File: src/rtl/spi_burst_pkg.sv
package spi_burst_pkg;
   localparam int WORD_W = 32;
   localparam int OP_W   = 8;
   localparam int ADDR_W = 16;
   localparam int LEN_W  = 8;
   localparam int IDX_W  = LEN_W + 1;
   localparam int SH     = $clog2(WORD_W);
   localparam int CNT_W  = SH + LEN_W + 1;
   localparam int BYTES  = WORD_W / 8;

   localparam logic [OP_W-1:0] OP_WR = 8'h41;
   localparam logic [OP_W-1:0] OP_RD = 8'h61;

   typedef struct packed {
      logic [OP_W-1:0]   op;
      logic [ADDR_W-1:0] addr;
      logic [LEN_W-1:0]  len;
   } hdr_t;
endpackage

File: src/rtl/spi_burst_sync.sv
module spi_burst_sync #(
   parameter int WIDTH  = 3,
   parameter int STAGES = 2
) (
   input  logic             clk,
   input  logic             rst_n,
   input  logic [WIDTH-1:0] din,
   output logic [WIDTH-1:0] dout
);
   if (STAGES < 2) begin : g_bad_stages
      $error("spi_burst_sync: STAGES must be at least 2");
   end
   if (WIDTH < 1) begin : g_bad_width
      $error("spi_burst_sync: WIDTH must be positive");
   end

   logic [WIDTH-1:0] stg [STAGES];

   for (genvar s = 0; s < STAGES; s++) begin : g_stage
      if (s == 0) begin : g_first
         always_ff @(posedge clk or negedge rst_n) begin
            if (!rst_n) stg[0] <= '0;
            else        stg[0] <= din;
         end
      end else begin : g_next
         always_ff @(posedge clk or negedge rst_n) begin
            if (!rst_n) stg[s] <= '0;
            else        stg[s] <= stg[s-1];
         end
      end
   end

   assign dout = stg[STAGES-1];
endmodule

File: src/rtl/spi_burst_frame.sv
module spi_burst_frame
   import spi_burst_pkg::*;
(
   input  logic              clk,
   input  logic              rst_n,
   input  logic              sclk_rise,
   input  logic              cs_fall,
   input  logic              cs_rise,
   input  logic              sdi,
   output logic              active,
   output hdr_t              hdr,
   output logic              hdr_done,
   output logic              word_done,
   output logic              mid_rise,
   output logic [WORD_W-1:0] word_data,
   output logic [IDX_W-1:0]  word_idx,
   output logic              frame_err
);
   localparam logic [CNT_W-1:0] HDR_LAST = CNT_W'(WORD_W - 1);
   localparam logic [CNT_W-1:0] HDR_BITS = CNT_W'(WORD_W);

   logic [CNT_W-1:0]  bit_cnt;
   logic [WORD_W-1:0] rx;
   logic [WORD_W-1:0] rx_nx;
   logic [CNT_W-1:0]  exp_cnt;
   logic              op_ok;
   logic              bad;

   assign rx_nx   = {rx[WORD_W-2:0], sdi};
   assign exp_cnt = (CNT_W'(hdr.len) + CNT_W'(1)) << SH;
   assign op_ok   = (hdr.op == OP_WR) || (hdr.op == OP_RD);
   assign bad     = (bit_cnt != exp_cnt) || !op_ok || (hdr.len == '0);

   always_ff @(posedge clk or negedge rst_n) begin
      if (!rst_n) begin
         active    <= 1'b0;
         bit_cnt   <= '0;
         rx        <= '0;
         hdr       <= '0;
         hdr_done  <= 1'b0;
         word_done <= 1'b0;
         mid_rise  <= 1'b0;
         word_data <= '0;
         word_idx  <= '0;
         frame_err <= 1'b0;
      end else begin
         hdr_done  <= 1'b0;
         word_done <= 1'b0;
         mid_rise  <= 1'b0;
         frame_err <= 1'b0;
         if (cs_fall) begin
            active  <= 1'b1;
            bit_cnt <= '0;
         end else if (active && cs_rise) begin
            active    <= 1'b0;
            frame_err <= bad;
         end else if (active && sclk_rise) begin
            rx <= rx_nx;
            if (bit_cnt != '1) bit_cnt <= bit_cnt + CNT_W'(1);
            if (bit_cnt == HDR_LAST) begin
               hdr      <= hdr_t'(rx_nx);
               hdr_done <= 1'b1;
            end else if (bit_cnt >= HDR_BITS) begin
               if (bit_cnt[SH-1:0] == '1) begin
                  word_done <= 1'b1;
                  word_data <= rx_nx;
                  word_idx  <= IDX_W'((bit_cnt >> SH) - CNT_W'(1));
               end else begin
                  mid_rise <= 1'b1;
               end
            end
         end
      end
   end
endmodule

File: src/rtl/spi_burst_tx.sv
module spi_burst_tx
   import spi_burst_pkg::*;
(
   input  logic              clk,
   input  logic              rst_n,
   input  logic              active,
   input  logic              rd_go,
   input  logic [ADDR_W-1:0] start_addr,
   input  logic [LEN_W-1:0]  len,
   input  logic              word_done,
   input  logic              mid_rise,
   input  logic              sclk_fall,
   input  logic [WORD_W-1:0] rd_data,
   output logic              rd_req,
   output logic [ADDR_W-1:0] rd_addr,
   output logic              miso_bit
);
   logic              rd_act;
   logic              tag_tx;
   logic              take_tx;
   logic              take_nxt;
   logic              shift_pend;
   logic [WORD_W-1:0] tx;
   logic [WORD_W-1:0] nxt;
   logic [ADDR_W-1:0] fetch_addr;
   logic [IDX_W-1:0]  fetched;
   logic              more;

   assign more     = fetched < IDX_W'(len);
   assign miso_bit = rd_act & tx[WORD_W-1];

   always_ff @(posedge clk or negedge rst_n) begin
      if (!rst_n) begin
         rd_act     <= 1'b0;
         tag_tx     <= 1'b0;
         take_tx    <= 1'b0;
         take_nxt   <= 1'b0;
         shift_pend <= 1'b0;
         tx         <= '0;
         nxt        <= '0;
         fetch_addr <= '0;
         fetched    <= '0;
         rd_req     <= 1'b0;
         rd_addr    <= '0;
      end else begin
         rd_req   <= 1'b0;
         take_tx  <= rd_req & tag_tx;
         take_nxt <= rd_req & ~tag_tx;
         if (!active) begin
            rd_act     <= 1'b0;
            shift_pend <= 1'b0;
            tx         <= '0;
         end else if (rd_go) begin
            rd_act     <= 1'b1;
            rd_req     <= 1'b1;
            tag_tx     <= 1'b1;
            rd_addr    <= start_addr;
            fetch_addr <= start_addr + ADDR_W'(BYTES);
            fetched    <= IDX_W'(1);
         end else if (rd_act) begin
            if (take_nxt) nxt <= rd_data;
            if (take_tx || word_done) begin
               tx         <= take_tx ? rd_data : nxt;
               shift_pend <= 1'b0;
               if (more) begin
                  rd_req     <= 1'b1;
                  tag_tx     <= 1'b0;
                  rd_addr    <= fetch_addr;
                  fetch_addr <= fetch_addr + ADDR_W'(BYTES);
                  fetched    <= fetched + IDX_W'(1);
               end
            end else if (mid_rise) begin
               shift_pend <= 1'b1;
            end else if (sclk_fall && shift_pend) begin
               tx         <= {tx[WORD_W-2:0], 1'b0};
               shift_pend <= 1'b0;
            end
         end
      end
   end
endmodule

File: src/rtl/spi_burst_slave.sv
module spi_burst_slave
   import spi_burst_pkg::*;
#(
   parameter int                SYNC_STAGES = 2,
   parameter logic [ADDR_W-1:0] STAT_ADDR   = 16'hFFFC
) (
   input  logic              clk,
   input  logic              rst_n,
   input  logic              sclk,
   input  logic              cs_n,
   input  logic              mosi,
   output logic              miso,
   output logic              miso_oe,
   output logic              mem_req,
   output logic              mem_we,
   output logic [ADDR_W-1:0] mem_addr,
   output logic [WORD_W-1:0] mem_wdata,
   input  logic [WORD_W-1:0] mem_rdata,
   output logic              spi_err
);
   if (STAT_ADDR[1:0] != 2'b00) begin : g_bad_stat
      $error("spi_burst_slave: STAT_ADDR must be word aligned");
   end
   if ($bits(hdr_t) != WORD_W) begin : g_bad_hdr
      $error("spi_burst_slave: header fields must fill one word");
   end

   logic [2:0] s_lvl;
   logic [1:0] s_prev;
   logic       sclk_rise, sclk_fall, cs_rise, cs_fall;

   spi_burst_sync #(.WIDTH(3), .STAGES(SYNC_STAGES)) u_sync (
      .clk(clk), .rst_n(rst_n), .din({sclk, cs_n, mosi}), .dout(s_lvl)
   );

   always_ff @(posedge clk or negedge rst_n) begin
      if (!rst_n) s_prev <= '0;
      else        s_prev <= s_lvl[2:1];
   end

   assign sclk_rise = s_lvl[2] & ~s_prev[1];
   assign sclk_fall = ~s_lvl[2] & s_prev[1];
   assign cs_rise   = s_lvl[1] & ~s_prev[0];
   assign cs_fall   = ~s_lvl[1] & s_prev[0];

   logic              active, hdr_done, word_done, mid_rise, frame_err;
   hdr_t              hdr;
   logic [WORD_W-1:0] word_data;
   logic [IDX_W-1:0]  word_idx;

   spi_burst_frame u_frame (
      .clk(clk), .rst_n(rst_n), .sclk_rise(sclk_rise), .cs_fall(cs_fall),
      .cs_rise(cs_rise), .sdi(s_lvl[0]), .active(active), .hdr(hdr),
      .hdr_done(hdr_done), .word_done(word_done), .mid_rise(mid_rise),
      .word_data(word_data), .word_idx(word_idx), .frame_err(frame_err)
   );

   logic              rd_go, rd_req, miso_bit, stat_hit_q;
   logic [ADDR_W-1:0] rd_addr;
   logic [WORD_W-1:0] rd_data;
   logic              err_q;

   assign rd_go   = hdr_done && (hdr.op == OP_RD) && (hdr.len != '0);
   assign rd_data = stat_hit_q ? {{(WORD_W-1){1'b0}}, err_q} : mem_rdata;

   spi_burst_tx u_tx (
      .clk(clk), .rst_n(rst_n), .active(active), .rd_go(rd_go),
      .start_addr(hdr.addr), .len(hdr.len), .word_done(word_done),
      .mid_rise(mid_rise), .sclk_fall(sclk_fall), .rd_data(rd_data),
      .rd_req(rd_req), .rd_addr(rd_addr), .miso_bit(miso_bit)
   );

   logic              wr_frame, word_ok, err_clr, wr_req_q;
   logic [ADDR_W-1:0] word_addr, wr_addr_q;
   logic [WORD_W-1:0] wr_data_q;

   assign wr_frame  = (hdr.op == OP_WR) && (hdr.len != '0);
   assign word_ok   = word_done && wr_frame && (word_idx < IDX_W'(hdr.len));
   assign word_addr = hdr.addr + (ADDR_W'(word_idx) << 2);

   always_ff @(posedge clk or negedge rst_n) begin
      if (!rst_n) begin
         wr_req_q   <= 1'b0;
         wr_addr_q  <= '0;
         wr_data_q  <= '0;
         err_clr    <= 1'b0;
         err_q      <= 1'b0;
         stat_hit_q <= 1'b0;
      end else begin
         wr_req_q   <= 1'b0;
         err_clr    <= 1'b0;
         stat_hit_q <= rd_req && (rd_addr == STAT_ADDR);
         if (word_ok) begin
            if (word_addr == STAT_ADDR) begin
               err_clr <= word_data[0];
            end else begin
               wr_req_q  <= 1'b1;
               wr_addr_q <= word_addr;
               wr_data_q <= word_data;
            end
         end
         if (frame_err)    err_q <= 1'b1;
         else if (err_clr) err_q <= 1'b0;
      end
   end

   assign mem_req   = wr_req_q | (rd_req & (rd_addr != STAT_ADDR));
   assign mem_we    = wr_req_q;
   assign mem_addr  = wr_req_q ? wr_addr_q : rd_addr;
   assign mem_wdata = wr_data_q;
   assign miso      = miso_bit;
   assign miso_oe   = active;
   assign spi_err   = err_q;
endmodule

File: config.mk
export PLATFORM = sky130hd
export DESIGN_NAME = spi_burst_slave
export DESIGN_NICKNAME = d
export VERILOG_FILES = /design/src/rtl/spi_burst_pkg.sv /design/src/rtl/spi_burst_sync.sv /design/src/rtl/spi_burst_frame.sv /design/src/rtl/spi_burst_tx.sv /design/src/rtl/spi_burst_slave.sv
export SDC_FILE = /design/constraint.sdc
export NUM_CORES = 1
export LEC_CHECK = 0
export ABC_CLOCK_PERIOD_IN_PS = 4500
export BUFFER_PORTS_ARGS = -buffer_cell sky130_fd_sc_hd__buf_2
export CAP_MARGIN = 20
export CORE_MARGIN = 1
export CORE_UTILIZATION = 61
export DETAILED_ROUTE_END_ITERATION = 16
export GPL_TIMING_DRIVEN = 0
export PLACE_DENSITY = 0.87
export SLEW_MARGIN = 10
export SYNTH_ARGS = -nofsm -noshare
export SYNTH_HDL_FRONTEND = slang
export SYNTH_SLANG_ARGS = --single-unit
File: constraint.sdc
create_clock -name clk -period 4.5 [get_ports clk]
set_input_delay 1.35 -clock clk [delete_from_list [all_inputs] [get_ports clk]]
set_output_delay 1.35 -clock clk [all_outputs]
set_load 0.03 [all_outputs]
Word level (Yosys, flattened, before mapping)
Index checks and enable logic that the tools add are counted.
{"block": "classes", "eq_ne": 16, "mux": 68, "order_cmp": 3, "add_sub_neg": 7, "bitwise_logic": 19, "reduce_logical": 32}
{"cell": "$mux 32", "n": 8}
{"cell": "$mux 16", "n": 9}
{"cell": "$mux 14", "n": 4}
{"cell": "$mux 1", "n": 43}
{"cell": "$mux 9", "n": 4}
{"cell": "$add 16x3->16 const B", "n": 2}
{"cell": "$eq 16x16->1 const B", "n": 2}
{"cell": "$lt 9x8->1", "n": 2}
{"cell": "$add 16x11->16", "n": 1}
{"cell": "$eq 8x7->1 const B", "n": 2}
{"cell": "$ne 16x16->1 const B", "n": 1}
{"cell": "$reduce_and 4->1", "n": 4}
{"cell": "$add 14x1->14 const B", "n": 1}
{"cell": "$eq 14x5->1 const B", "n": 1}
{"cell": "$ge 14x6->1 const B", "n": 1}
{"cell": "$ne 14x14->1", "n": 1}
{"cell": "$ne 14x14->1 const B", "n": 1}
{"cell": "$reduce_bool 2->1", "n": 7}
{"cell": "$not 1->1", "n": 10}
{"cell": "$add 8x1->9 const B", "n": 1}
{"cell": "$add 9x1->9 const B", "n": 1}
{"cell": "$logic_and 1x1->1", "n": 9}
{"cell": "$reduce_and 3->1", "n": 3}
{"cell": "$sub 9x1->9 const B", "n": 1}
{"cell": "other kinds (14)", "n": 26}
{"block": "word_totals", "register_bits": 294, "out_inout_bits": 53}

Logic depth before layout (Yosys ltp)
Gate-level depths: netlist (run 1).
{"block": "depth", "word_depth": 9, "ltp_mapped": 16, "depth_no_buf": 13}

Cells and area by module
From an unflattened synthesis (run 1), not the netlist that was laid out.
{"block": "hier_totals", "cells_unflattened": 1293, "area_unflattened_um2": 14764.2}
{"mod": "spi_burst_tx", "area_each_um2": 5764.3, "cells_each": 576, "n_inst": 1}
{"mod": "spi_burst_frame", "area_each_um2": 5368.9, "cells_each": 404, "n_inst": 1}
{"mod": "spi_burst_slave", "area_each_um2": 3458.3, "cells_each": 304, "n_inst": 1}
{"mod": "spi_burst_sync", "area_each_um2": 172.7, "cells_each": 9, "n_inst": 1}

Worst setup path after synthesis (run 1)
OpenSTA, ideal clock, no wires.
{"block": "synth_timing", "kind": "register to register", "startpoint": "register u_frame.hdr[0] (netlist name)", "endpoint": "register u_tx.fetch_addr[14]", "path_slack_ns": 1.281, "t_arrival_ns": 3.154, "required_ns": 4.436, "stages_incl_launch_ff": 17, "path_buffers": 3, "setup_time_ns": 0.064, "cell_sequence": "dfrtp_1 inv_1 ha_1 nor3b_1 a2111oi_2 clkbuf_1 clkbuf_1 nand2_1 nand2_1 ha_1 buf_2 nand4_1 nor2_1 a41oi_1 nor2_1 mux2i_1 o21a_1"}
{"block": "synth_via", "elab_chain_len": 4, "elab_cells_between_ends": 8}
{"element": "parallel branches: the longest is 4 deep, another holds $lt 9x8->1"}
{"element": "end signal: assignment", "line": "spi_burst_tx.sv:58", "text": "fetch_addr <= start_addr + ADDR_W'(BYTES);"}
{"element": "end signal: assignment", "line": "spi_burst_tx.sv:69", "text": "fetch_addr <= fetch_addr + ADDR_W'(BYTES);"}
{"element": "end: declaration", "line": "spi_burst_tx.sv:25", "text": "logic [ADDR_W-1:0] fetch_addr;"}
Parallel ways; which one is timed is not known.
A chain may end at the register's enable or synchronous reset.

Worst setup path in the final report (run 1)
{"block": "layout_timing", "startpoint": "register u_frame.hdr[0] (netlist name)", "endpoint": "register u_tx.fetch_addr[14]"}
{"block": "layout_via", "elab_chain_len": 4, "elab_cells_between_ends": 8}
{"element": "parallel branches: the longest is 4 deep, another holds $lt 9x8->1"}
Parallel ways; which one is timed is not known.

==> impl_metrics.toml, run 1 <==
[status]
outcome = "complete, no violations"

[grt]
grt_start_max_net_pins = 118
grt-ovfl-total = 0
grt_pass1_wl_um = 57000
grt_pass1_vias = 11100
antenna_found_initial = 0
globalRouteTotalUtil_pct = 29.5

[worst_setup_path]
cpMaxStageDelayCell = "a2111oi_4"
reg2regPathDepth = 16
cp_top_family = "buffers and inverters"
end_kind = "flop"
max_stage_delay_ns = 0.56
cp.buffers_inverters = 4
start_kind = "flop"
worstPathArrival_ns = 4.64
crit_fanout = 10
path_depth = 16
path_class = "flop to flop"
ff2ff_setup_slack_ns = 0.36
crit_required_ns = 5.00
crit_chain = "inv_1 -> ha_1 -> nor3b_2 -> a2111oi_4 -> clkbuf_1 -> clkbuf_1 -> nand2_1 -> nand2_1 -> ha_1 -> buf_2 -> nand4_1 -> nor2_1 -> a41oi_1 -> nor2_1 -> mux2i_1 -> o21a_1"

[placed_design]
placed_area_um2 = 15300
port_buffers = 89
place_ws_ns = 0.251
dpl.cell_count = 1819
place_congestion = 0.929
place_hpwl_um = 23800

[cells_and_area]
regArea_um2 = 7360
layout_commonest_cell = "dfrtp_1"
final_util_pct = 71.6
multiInputGateArea_um2 = 6620
final_cells = 1874
final_cell_mix = "dfrtp_1 (294), nand2_1 (186), a21oi_1 (132)"
antennaDiodeCount = 0
area_growth_pct = 13.7
fin_area_um2 = 16400
nNetsFinal = 1608
fill_cells = 1564
drive_above_1_share_pct = 18.2

[die]
dieArea_um2 = 24300
start_util_pct = 63.0
die_h_um = 156
core-area_um2 = 22900
die_width_um = 156
pin_count = 90
rows = 55

[clock_network]
post-cts-setup-buffer-count = 0
cts_root_buf = "clkbuf_16"
cts_tree = "yes"
postCtsHoldBufs = 0
clkTransAtPathRegs_ns = 0.06
cts_resized = 0
cts_buffer_depth = 3
clk_latency_ns = 0.56
ctsHtreeMaxLevel = 1
clock_sinks = 294
cts_buffers = 30

[logic_synthesis]
synthSimpleGateAreaFrac_pct = 17.2
synth_edf_count = 0
synth_compound_area_share_pct = 11.4
synthAdderAreaFrac_pct = 2.91
syn_inst = 1415
yosysSeqAreaShare_pct = 51.0
synthArstFlopShare_pct = 100
syn_nets = 1485
synth_mux_area_share_pct = 11.8
synth-main-ff-cell = "dfrtp_1"
ys_ff_latch = 294
syn_area_um2 = 14400
yosys_warnings = 0
avgSynthCellArea_um2 = 10.2
synth_xor_area_share_pct = 2.49
synth.distinct_cells = 69
synth_top_family_by_area = "simple AND/OR/NAND/NOR gates"

[timing]
fmax_mhz = 242
fin_ws_ns = 0.360
period_needed_ns = 4.14
skew_ns = 0.0171
maxSlewHeadroom_pct = 30.6
hold_viol = 0
hold-worst-slack_ns = 0.356
post-route-period-util_pct = 92.0
setup-tns-final_ns = 0
setup_violations = 0
grt_setup_unrepaired = "no"
slew_violations = 0
tightest_slew_ns = 1.03

[pwr]
leakage_nw = 8.05
ir_drop_mv = 0.316
p_total_mw = 5.85
powerDensity_nw_per_um2 = 356

[worst_hold_path]
hp-class = "flop to flop"
min_path_cells = 0

[routing]
drt-initial-drc-count = 1072
vias = 11300
drt_wl_total_um = 35100
routed_via_density = 6.01
dr.pass1.iters = 6
antenna_left = 0
drc_errors = 0
wl_per_cell_um = 18.7

[run]
drv_cap = 0
[final timing paths]
| kind | end | startpoint |
|---|---|---|
| worst max-delay path | u_tx.fetch_addr[14]$_DFFE_PN0P_ | u_frame.hdr[0]$_DFFE_PN0P_ |
| worst min-delay path | u_sync.dout[0]$_DFF_PN0_ | u_sync.stg[3]$_DFF_PN0_ |
| worst max register to register | u_tx.fetch_addr[14]$_DFFE_PN0P_ | u_frame.hdr[0]$_DFFE_PN0P_ |
| worst min register to register | u_sync.dout[0]$_DFF_PN0_ | u_sync.stg[3]$_DFF_PN0_ |
| max in group asynchronous | u_frame.rx[17]$_DFFE_PN0P_ | rst_n |
| min in group asynchronous | u_tx.nxt[19]$_DFFE_PN0P_ | rst_n |
[registers in the layout, indices dropped and copies added, names as in the netlist, 2 cells and up]
name               cells
u_frame.word_data     32
u_frame.bit_cnt       14
wr_addr_q             16
mem_wdata             32
u_tx.rd_addr          16
u_frame.word_idx       9
u_tx.fetch_addr       16
u_frame.rx            31
u_sync.dout            3
s_prev                 2
u_sync.stg             3
u_tx.nxt              32
u_frame.hdr           32
u_tx.fetched           9
u_tx.tx               32
[synth_stat cells, drive strengths merged, types with 4 or more instances]
master / n / share of area (%)
nand2b: 69 / 3.0
mux2: 121 / 10
a21oi: 134 / 4.7
nand2: 186 / 4.8
nand4: 15 / 0.65
dfrtp: 294 / 51
and2: 10 / 0.43
a21o: 7 / 0.36
nor2b: 6 / 0.26
nor3: 16 / 0.55
nand3b: 33 / 1.7
clkbuf: 66 / 1.7
o21a: 8 / 0.42
a31oi: 6 / 0.26
buf: 17 / 0.78
and3: 15 / 0.65
xor2: 19 / 1.2
mux2i: 21 / 1.5
o21ai: 86 / 3.0
ha: 32 / 2.8
nand3: 28 / 0.97
a211oi: 8 / 0.42
nor2: 100 / 2.6
inv: 30 / 0.78
nor4: 5 / 0.22
xnor2: 22 / 1.3
or3: 9 / 0.39
a41oi: 4 / 0.24
[power breakdown]
group          switching (mW)  internal (mW)
registers              0.0983           2.78
logic                   0.205          0.132
clock network            1.06           1.57
[kinds of logic (layout without fill, tap and decap cells)]
family                   Yosys count  after routing
AND/OR/NAND/NOR                  508            508
flip-flops                       294            294
AO/OA/AOI/OAI                    284            284
multiplexers                     142            142
buffers and inverters            113            259
XOR/XNOR                          41             41
adder cells (fa/ha/maj)           33             33
[per-layer routing]
metal | part of all wire (%) | GRT usage [%] | vias up
met5 | 0 | 0 | -
met3 | 5.8 | 3.89 | 81
met4 | 3.0 | 11.2 | 0
met2 | 49 | 48.9 | 429
li1 | - | - | 5160
met1 | 42 | 39.9 | 5598
[cell type report]
| cell class | count | share of cell area (%) |
|---|---|---|
| tap | 313 | 2.39 |
| clock inverter | 16 | 1.23 |
| clock buffer | 39 | 5.21 |
| sequential | 294 | 44.8 |
| timing repair buffer | 91 | 3.11 |
| multi-input combinational | 1008 | 40.4 |
| inverter | 30 | 0.686 |
| buffer | 83 | 2.20 |
(Power assumes the default switching activity.)
==> inputs of run 2 (changes only) <==
- ABC_AREA: default -> 1
==> impl_metrics.toml, run 2 <==
[logic_synthesis]
syn_area_um2 = 14400
syn_inst = 1787
syn_nets = 1857
synth_area_leaders = "dfrtp_1 (51%), nand2_1 (14%), o21ai_0 (7.0%)"
avgSynthCellArea_um2 = 8.07
synth_top_area_share_pct = 51.0
synth_edf_count = 0
synth_most_common_cell = "nand2_1"
synthArstFlopShare_pct = 100
synth.distinct_cells = 46
synthTopCellsByCount = "nand2_1 (519), dfrtp_1 (294), o21ai_0 (203), inv_1 (158), nor2_1 (133)"
yosys_warnings = 0
yosysTopAreaCell = "dfrtp_1"
yosysSeqAreaShare_pct = 51.0
ys_ff_latch = 294
synth-main-ff-cell = "dfrtp_1"

[routing]
antenna_left = 0
dr.pass1.iters = 5
vias = 12800
wl_per_cell_um = 16.5
drt_wl_total_um = 37000
drt-initial-drc-count = 1168
routed_via_density = 5.71
drc_errors = 0

[die]
die_h_um = 156
pin_count = 90
start_util_pct = 62.9
dieArea_um2 = 24300
rows = 55
core-area_um2 = 22900
die_width_um = 156

[clock_network]
cts_root_buf = "clkbuf_16"
cts_tree = "yes"
cts_buffer_depth = 3
post-cts-setup-buffer-count = 0
cts_buffers = 30
clkTransAtPathRegs_ns = 0.06
clk_latency_ns = 0.55
cts_resized = 0
ctsHtreeMaxLevel = 1
clock_sinks = 294
postCtsHoldBufs = 0

[pwr]
powerDensity_nw_per_um2 = 360
ir_drop_mv = 0.313
leakage_nw = 8.32
p_int_mw = 4.44
seqPwrFrac_pct = 50.1
combPwrFrac_pct = 8.1
switchingPower_mw = 1.42
switching_share_pct = 24.3
p_clk_share_pct = 41.8

[grt]
grt_pass1_vias = 12200
antenna_found_initial = 0
grt_start_max_net_pins = 115
grt-ovfl-total = 0
globalRouteTotalUtil_pct = 31.2
grt_pass1_wl_um = 60900

[worst_hold_path]
hp-start = "u_sync.stg[3]$_DFF_PN0_"
min_to = "u_sync.dout[0]$_DFF_PN0_"
hp-class = "flop to flop"
min_path_cells = 0

[timing]
maxSlewHeadroom_pct = 58.8
period_needed_ns = 3.43
tightest_slew_ns = 0.619
post-route-period-util_pct = 76.2
slew_violations = 0
skew_ns = 0.0123
fmax_mhz = 292
hold_viol = 0
grt_setup_unrepaired = "no"
setup_violations = 0

[placed_design]
place_congestion = 0.947
place_hpwl_um = 26300
placed_area_um2 = 15300
port_buffers = 89
dpl.cell_count = 2191

[worst_setup_path]
worstPathArrival_ns = 2.08
ff2ff_setup_slack_ns = 1.64
reg2regPathDepth = 15
crit_required_ns = 3.15
path_class = "flop to output port"
start_kind = "flop"
reg2reg_from = "u_frame.hdr[10]$_DFFE_PN0P_"
end_kind = "output port"
timing.rr.end = "err_clr$_DFF_PN0_"
crit_fanout = 3

[cells_and_area]
nNetsFinal = 1980
fill_cells = 1740
final_util_pct = 71.1
layout_commonest_cell = "nand2_1"
drive_above_1_share_pct = 10.7
fin_area_um2 = 16300
area_growth_pct = 13.1
antennaDiodeCount = 0
final_cell_mix = "nand2_1 (519), dfrtp_1 (294), o21ai_0 (203)"
final_cells = 2246

[run]
drv_cap = 0

[status]
outcome = "complete, no violations"
[run 2: cell types whose count changed after synthesis, sizes merged, moves of 37 or more]
cell / change
a21oi: -47
inv: +137
mux2: -121
nand2: +339
nand2b: -69
nand3: +86
nor2: +37
o21ai: +129
[run 2: through the flow]
stage	power [mW]	setup WS [ns]	hold WS, ns	TNS (ns)
3_3_place_gp	3.41	-3.25	0.334	-948.61
4_1_cts	5.89	1.05	0.349	0
2_1_floorplan	3.26	1.58	0.331	0
3_5_place_dp	3.45	1.64	0.335	0
6_report	5.86	1.07	0.348	0
5_1_grt	6.08	0.999	0.362	0
[run 2: worst max-delay path, stage by stage (launching register included)]
cell and delay (ns):
dfrtp_1 0.35, inv_1 0.09, nand4_1 0.12, or4_1 0.57, nand2_1 0.14, nand2_1 0.07
buf_2 0.19
[run 2: cell type report]
cell class | count | area [µm²] | share of cell area, %
inverters | 169 | 634 | 3.89
plain buffers | 87 | 414 | 2.54
clock inverters | 10 | 82.6 | 0.507
clock buffers | 45 | 898 | 5.51
flip-flops and latches | 294 | 7360 | 45.1
repair buffers | 91 | 510 | 3.13
well taps | 313 | 392 | 2.40
multi-input cells | 1237 | 6010 | 36.9
[run 2: worst max path at each step]
| stage | startpoint | end |
|---|---|---|
| 2_1_floorplan | mem_we$_DFF_PN0_ | mem_addr[11] |
| 3_3_place_gp | rst_n | u_frame.bit_cnt[0]$_DFFE_PN0P_ |
| 3_5_place_dp | u_tx.rd_addr[1]$_DFFE_PN0P_ | mem_req |
| 4_1_cts | u_tx.rd_addr[1]$_DFFE_PN0P_ | mem_req |
| 5_1_grt | u_tx.rd_addr[0]$_DFFE_PN0P_ | mem_req |
| 6_report | u_tx.rd_addr[0]$_DFFE_PN0P_ | mem_req |
[run 2: cells by family after synthesis]
family | Yosys count | synth area share (%)
AND/OR/NAND/NOR | 827 | 23.9
AO/OA/AOI/OAI | 351 | 13.3
flip-flops | 294 | 51.0
buffers and inverters | 256 | 7.27
adder cells (fa/ha/maj) | 33 | 2.92
XOR/XNOR | 26 | 1.58
[run 2: routing by layer]
| layer | vias to the layer above | part of all wire [%] | track usage, % | routed length, µm |
|---|---|---|---|---|
| met2 | 485 | 48 | 51.8 | 17800 |
| li1 | 6048 | - | - | - |
| met4 | 0 | 2.7 | 10.0 | 980 |
| met1 | 6209 | 43 | 43.1 | 16000 |
| met5 | - | 0 | 0 | 0 |
| met3 | 75 | 5.8 | 3.64 | 2150 |
[run 2: power by group through the flow]
stage	clock (mW)	combinational, mW	sequential, mW
6_report	2.45	0.473	2.94
5_1_grt	2.58	0.545	2.96
4_1_cts	2.48	0.474	2.93
3_5_place_dp	0	0.467	2.98
3_3_place_gp	0	0.441	2.97
2_1_floorplan	0	0.307	2.96
